<file path="src/rtl/owPkg.sv">
package owPkg;
  localparam int CODE_W = 2;
  localparam int IMM_W  = 3;
  localparam logic [CODE_W-1:0] W8  = 2'b00;
  localparam logic [CODE_W-1:0] W16 = 2'b01;
  localparam logic [CODE_W-1:0] W32 = 2'b10;

  typedef struct packed {
    logic xchg;      // trade carry with tier8
    logic xchgV;     // also trade overflow with tier16
    logic loadBits;  // copy pulled M/X
    logic setBits;   // OR mask into M/X
    logic clrBits;   // clear masked M/X
  } owStrobe_t;
endpackage

</file>
<file path="src/rtl/owControl.sv">
module owControl
  import owPkg::*;
(
  input  logic      xceStrobe,
  input  logic      statLoad,
  input  logic      sepStrobe,
  input  logic      repStrobe,
  input  logic      legacy,
  output owStrobe_t strobes
);
  always_comb begin
    strobes          = '0;
    strobes.xchg     = xceStrobe;
    strobes.xchgV    = xceStrobe & ~legacy;
    strobes.loadBits = ~xceStrobe & statLoad;
    strobes.setBits  = ~xceStrobe & ~statLoad & sepStrobe;
    strobes.clrBits  = ~xceStrobe & ~statLoad & ~sepStrobe & repStrobe & ~legacy;
  end
endmodule

</file>
<file path="src/rtl/owWidthMap.sv">
module owWidthMap
  import owPkg::*;
#(
  parameter bit IS_INDEX = 1'b0
) (
  input  logic              tier16,
  input  logic              tier8,
  input  logic              narrowSel,
  output logic [CODE_W-1:0] code
);
  logic legacy;
  assign legacy = tier16 & tier8;

  generate
    if (IS_INDEX) begin : gIdx
      always_comb begin
        if (legacy || narrowSel) code = W8;
        else if (tier16)         code = W16;
        else                     code = W32;
      end
    end else begin : gAcc
      always_comb begin
        if (legacy || narrowSel)  code = W8;
        else if (tier8 && !tier16) code = W32;
        else                       code = W16;
      end
    end
  endgenerate
endmodule

</file>
<file path="src/rtl/owDatapath.sv">
module owDatapath
  import owPkg::*;
(
  input  logic              clk,
  input  logic              rstN,
  input  owStrobe_t         strobes,
  input  logic              cFlagIn,
  input  logic              vFlagIn,
  input  logic [1:0]        mxMask,
  input  logic [1:0]        statMx,
  output logic              legacy,
  output logic              flagM,
  output logic              flagX,
  output logic              cFlagOut,
  output logic              vFlagOut,
  output logic [CODE_W-1:0] accWidth,
  output logic [CODE_W-1:0] idxWidth,
  output logic [IMM_W-1:0]  immBytes
);
  logic tier16, tier8, mReg, xReg;
  logic next16, next8;

  assign legacy  = tier16 & tier8;
  assign next8   = cFlagIn;
  assign next16  = strobes.xchgV ? vFlagIn : tier16;

  always_ff @(posedge clk) begin
    if (!rstN) begin
      tier16 <= 1'b1;
      tier8  <= 1'b1;
      mReg   <= 1'b1;
      xReg   <= 1'b1;
    end else if (strobes.xchg) begin
      tier8  <= next8;
      tier16 <= next16;
      if (next8 && next16) begin
        mReg <= 1'b1;
        xReg <= 1'b1;
      end
    end else if (strobes.loadBits) begin
      mReg <= statMx[1] | legacy;
      xReg <= statMx[0] | legacy;
    end else if (strobes.setBits) begin
      mReg <= mReg | mxMask[1];
      xReg <= xReg | mxMask[0];
    end else if (strobes.clrBits) begin
      mReg <= mReg & ~mxMask[1];
      xReg <= xReg & ~mxMask[0];
    end
  end

  assign cFlagOut = strobes.xchg  ? tier8  : cFlagIn;
  assign vFlagOut = strobes.xchgV ? tier16 : vFlagIn;
  assign flagM    = mReg;
  assign flagX    = xReg;

  localparam int NCH = 2;
  logic [CODE_W-1:0] codes [NCH];
  logic              sels  [NCH];
  assign sels[0] = mReg;
  assign sels[1] = xReg;

  for (genvar g = 0; g < NCH; g++) begin : gMap
    owWidthMap #(.IS_INDEX(g == 1)) uMap (
      .tier16   (tier16),
      .tier8    (tier8),
      .narrowSel(sels[g]),
      .code     (codes[g])
    );
  end

  assign accWidth = codes[0];
  assign idxWidth = codes[1];
  assign immBytes = IMM_W'(1) << accWidth;
endmodule

</file>
<file path="src/rtl/opWidthCtl.sv">
module opWidthCtl
  import owPkg::*;
(
  input  logic       clk,
  input  logic       rstN,
  input  logic       xceStrobe,
  input  logic       cFlagIn,
  input  logic       vFlagIn,
  input  logic       sepStrobe,
  input  logic       repStrobe,
  input  logic [1:0] mxMask,
  input  logic       statLoad,
  input  logic [1:0] statMx,
  output logic [1:0] accWidth,
  output logic [1:0] idxWidth,
  output logic [2:0] immBytes,
  output logic       cFlagOut,
  output logic       vFlagOut,
  output logic       flagM,
  output logic       flagX,
  output logic       legacyMode
);
  owStrobe_t strobes;
  logic      legacy;

  owControl uCtl (
    .xceStrobe(xceStrobe),
    .statLoad (statLoad),
    .sepStrobe(sepStrobe),
    .repStrobe(repStrobe),
    .legacy   (legacy),
    .strobes  (strobes)
  );

  owDatapath uDp (
    .clk     (clk),
    .rstN    (rstN),
    .strobes (strobes),
    .cFlagIn (cFlagIn),
    .vFlagIn (vFlagIn),
    .mxMask  (mxMask),
    .statMx  (statMx),
    .legacy  (legacy),
    .flagM   (flagM),
    .flagX   (flagX),
    .cFlagOut(cFlagOut),
    .vFlagOut(vFlagOut),
    .accWidth(accWidth),
    .idxWidth(idxWidth),
    .immBytes(immBytes)
  );

  assign legacyMode = legacy;
endmodule

</file>
<file path="config.mk">
export PLATFORM = sky130hd
export DESIGN_NAME = opWidthCtl
export DESIGN_NICKNAME = d
export VERILOG_FILES = /design/src/rtl/owPkg.sv /design/src/rtl/owControl.sv /design/src/rtl/owWidthMap.sv /design/src/rtl/owDatapath.sv /design/src/rtl/opWidthCtl.sv
export SDC_FILE = /design/constraint.sdc
export NUM_CORES = 1
export LEC_CHECK = 0
export ABC_CLOCK_PERIOD_IN_PS = 1100
export BUFFER_PORTS_ARGS = -buffer_cell sky130_fd_sc_hd__buf_4
export CAP_MARGIN = 15
export CORE_AREA = 2 2 39 41
export DETAILED_ROUTE_END_ITERATION = 10
export DIE_AREA = 0 0 41 43
export GPL_ROUTABILITY_DRIVEN = 0
export PLACE_DENSITY = 0.66
export SETUP_SLACK_MARGIN = 0.4
export SLEW_MARGIN = 10
export SYNTH_ARGS = -nofsm -noshare
export SYNTH_HDL_FRONTEND = slang
export SYNTH_SLANG_ARGS = --single-unit
export TNS_END_PERCENT = 20
</file>
<file path="constraint.sdc">
create_clock -name clk -period 1.1 [get_ports clk]
set_input_delay 0.055 -clock clk [delete_from_list [all_inputs] [get_ports clk]]
set_output_delay 0.055 -clock clk [all_outputs]
set_load 0.02 [all_outputs]
</file>
==> results.cfg <==
[place]
port_buffers = 23
pre_cts_ws_ns = 0.00332
hpwl_um = 752

[clocking]
cts.hold.buffers_added = 0
cts_sinks = 4
htree_levels = 1
tritoncts = yes
clk_path_buf_depth = 2
cts_inserted_buffers = 3
cts_root_buf = clkbuf_4
clk_latency_ns = 0.24
clk_pin_slew_ns = 0.03

[detailed_routing]
wl_um = 948
route.detailed.drc = 0
vias = 437
ant_nets = 0
drt_iter0_drc = 10
dr.pass1.iters = 4
wire_per_inst_um = 10.7
routed_via_density = 4.91

[synthesis]
postSynthCellCount = 45
avgSynthCellArea_um2 = 7.12
syn_area_um2 = 320
synth_cell_types = 20
seq_area_frac_synth_pct = 25.0
synthMuxAreaShare_pct = 6.25
syn_nets = 57
synth_compound_area_share_pct = 31.6
synth_top_family_by_area = compound AO/OA/AOI/OAI gates
synth_fa_ha_area_share_pct = 0
ys.warnings.count = 0
ys_ff_latch = 4
synthXorXnorAreaFrac_pct = 0
synth-simple-area-share_pct = 24.2

[timing]
holdWs_ns = 0.0299
fmax_mhz = 846
rsz0062_at_grt = true
setup_violations = 6
fin_worst_skew_ns = 0.00934
max_slew_margin_pct = 81.7
finalCritPeriodShare_pct = 107
worstMarginPinSlew_ns = 0.275
final_hold_viol_count = 0
finalMaxSlewViolations = 0
min_period_ns = 1.18
setup_ws_ns = -0.0820

[layout]
fin_nets = 87
area_growth_pct = 94.5
drive_gt1_share_pct = 56.2
fill_cells = 138
n_antenna_cell = 0
final_cell_mix = buf_4, buf_6, nand3_1
final_common_cell = buf_4

[worst_setup_path]
reg2reg_depth = 4
worst-path-buf-inv = 2
r2r_end = uDp.flagM$_SDFFE_PN1P_
crit_type = reg -> out
start_kind = flip-flop
rrSetupSlack_ns = -0.02
endpoint_kind = output port
critPathTopFamily = flip-flops
crit_required_ns = 1.04
path_max_fanout = 4
r2r_start = uDp.tier8$_SDFFE_PN1P_
slowest_stage = dfxtp_4
cpMostUsedCell = buf_6
slowest_delay_ns = 0.35
worstPathArrival_ns = 1.13
worstPathCellList = nand2_4, buf_6, or2b_1, buf_6

[worst_hold_path]
hold_class = in -> reg
holdPathEnd = uDp.tier16$_SDFFE_PN1P_
holdCritStartpoint = rstN
hold_depth = 2

[grt]
overflow = 0
grt_max_degree = 15
antenna_found_initial = 0
grt_usage_pct = 14.1
grt_pass1_vias = 403
grt_pass1_wl_mm = 1.63

[die]
core_area_um2 = 1380
rows = 14
die_y_um = 43
initial_core_util_pct = 23.1
dieArea_um2 = 1760
die_w_um = 41
num_io_pins = 24

[flow_run]
timing.max_cap.violations = 0

[power]
power_leakage_nw = 0.301
p_per_area_nw_per_um2 = 913
max-vdd-ir-drop_uv = 455

[run_status]
failed_checks = negative setup slack
status = finished with violations
==> cell families (layout without fill, tap and decap cells) <==
| group | count (synthesis) | in the layout |
|---|---|---|
| flops | 4 | 4 |
| mux | 2 | 2 |
| buf+inv | 9 | 37 |
| compound gates | 14 | 14 |
| simple gates | 16 | 16 |
==> final cells by class <==
class                           instances  area (um2)  share of cell area (%)
Multi-Input combinational cell         32         233                    37.3
Timing Repair Buffer                   28         233                    37.3
Sequential cell                         4        92.6                    14.9
Clock buffer                            3        22.5                    3.61
Inverter                                6        22.5                    3.61
Tap cell                               16        20.0                    3.21
==> where the power goes <==
part	internal, mW	switching (mW)
Clock	0.122	0.0653
Sequential	0.155	0.0171
Combinational	0.108	0.101
Total	0.386	0.183
==> cells in the mapped netlist <==
cell type,instances,area (um2)
a2111o_1,1,11.3
buf_4,2,15.0
nor2b_1,1,6.26
nand2_1,3,11.3
a2111oi_2,1,15.0
clkbuf_1,1,3.75
inv_1,6,22.5
or2b_1,1,7.51
dfxtp_1,4,80.1
nor3_1,2,10.0
nand2_2,1,6.26
o21a_1,1,7.51
o21ai_0,4,20.0
nand3_1,5,25.0
mux2i_1,2,20.0
o211ai_1,1,7.51
a21oi_1,3,15.0
a21o_1,1,7.51
nor2_1,3,11.3
a32oi_1,2,17.5
==> sequential cells by signal, summed over array words and instances (netlist names) <==
name        flops
uDp.tier16      1
uDp.tier8       1
uDp.flagM       1
uDp.flagX       1
==> worst reg2reg max path: stages (launching register included) <==
cell and delay, ns:
dfxtp_2 0.37, nand2_4 0.08, a2111o_1 0.39, nand3_1 0.10, nand3_1 0.07
==> metal layers <==
| layer | vias to the layer above | GRT usage (%) | wire length [um] |
|---|---|---|---|
| met5 | - | 0 | 0 |
| met4 | 0 | 6.00 | 10 |
| met3 | 2 | 9.42 | 111 |
| met2 | 21 | 19.4 | 456 |
| met1 | 196 | 16.5 | 369 |
| li1 | 218 | - | - |
==> per-stage QoR <==
stage / utilization (%) / TNS [ns] / std cells / power [mW] / cell area, um2
final: 45.0 / -0.231 / 89 / 0.569 / 623
after global routing: 45.0 / -0.780 / 89 / 0.616 / 623
after floorplan: - / 0 / 45 / 0.260 / 328
after detailed placement: 38.4 / 0 / 85 / 0.356 / 532
after global placement: 38.4 / 0 / 85 / 0.354 / 532
after CTS: 43.7 / -0.328 / 89 / 0.568 / 604
==> worst max-delay path by stage <==
stage,cells after the start,to,slack [ns],startpoint
after floorplan,4,uDp.flagM$_SDFFE_PN1P_,0.03,uDp.tier16$_SDFFE_PN1P_
after global placement,4,uDp.flagX$_SDFFE_PN1P_,0.03,uDp.tier8$_SDFFE_PN1P_
after detailed placement,4,uDp.flagM$_SDFFE_PN1P_,0.003,uDp.tier8$_SDFFE_PN1P_
after CTS,4,immBytes[0],-0.08,uDp.tier8$_SDFFE_PN1P_
final,4,immBytes[0],-0.08,uDp.tier16$_SDFFE_PN1P_
after global routing,4,idxWidth[0],-0.14,uDp.tier8$_SDFFE_PN1P_
==> what timing repair did <==
action	CTS	global route
pin swaps	1	2
buffers inserted	1	0
resized for setup	15	5
setup endpoints to repair	15	16
No activity file was read; power rests on OpenSTA's default activity.
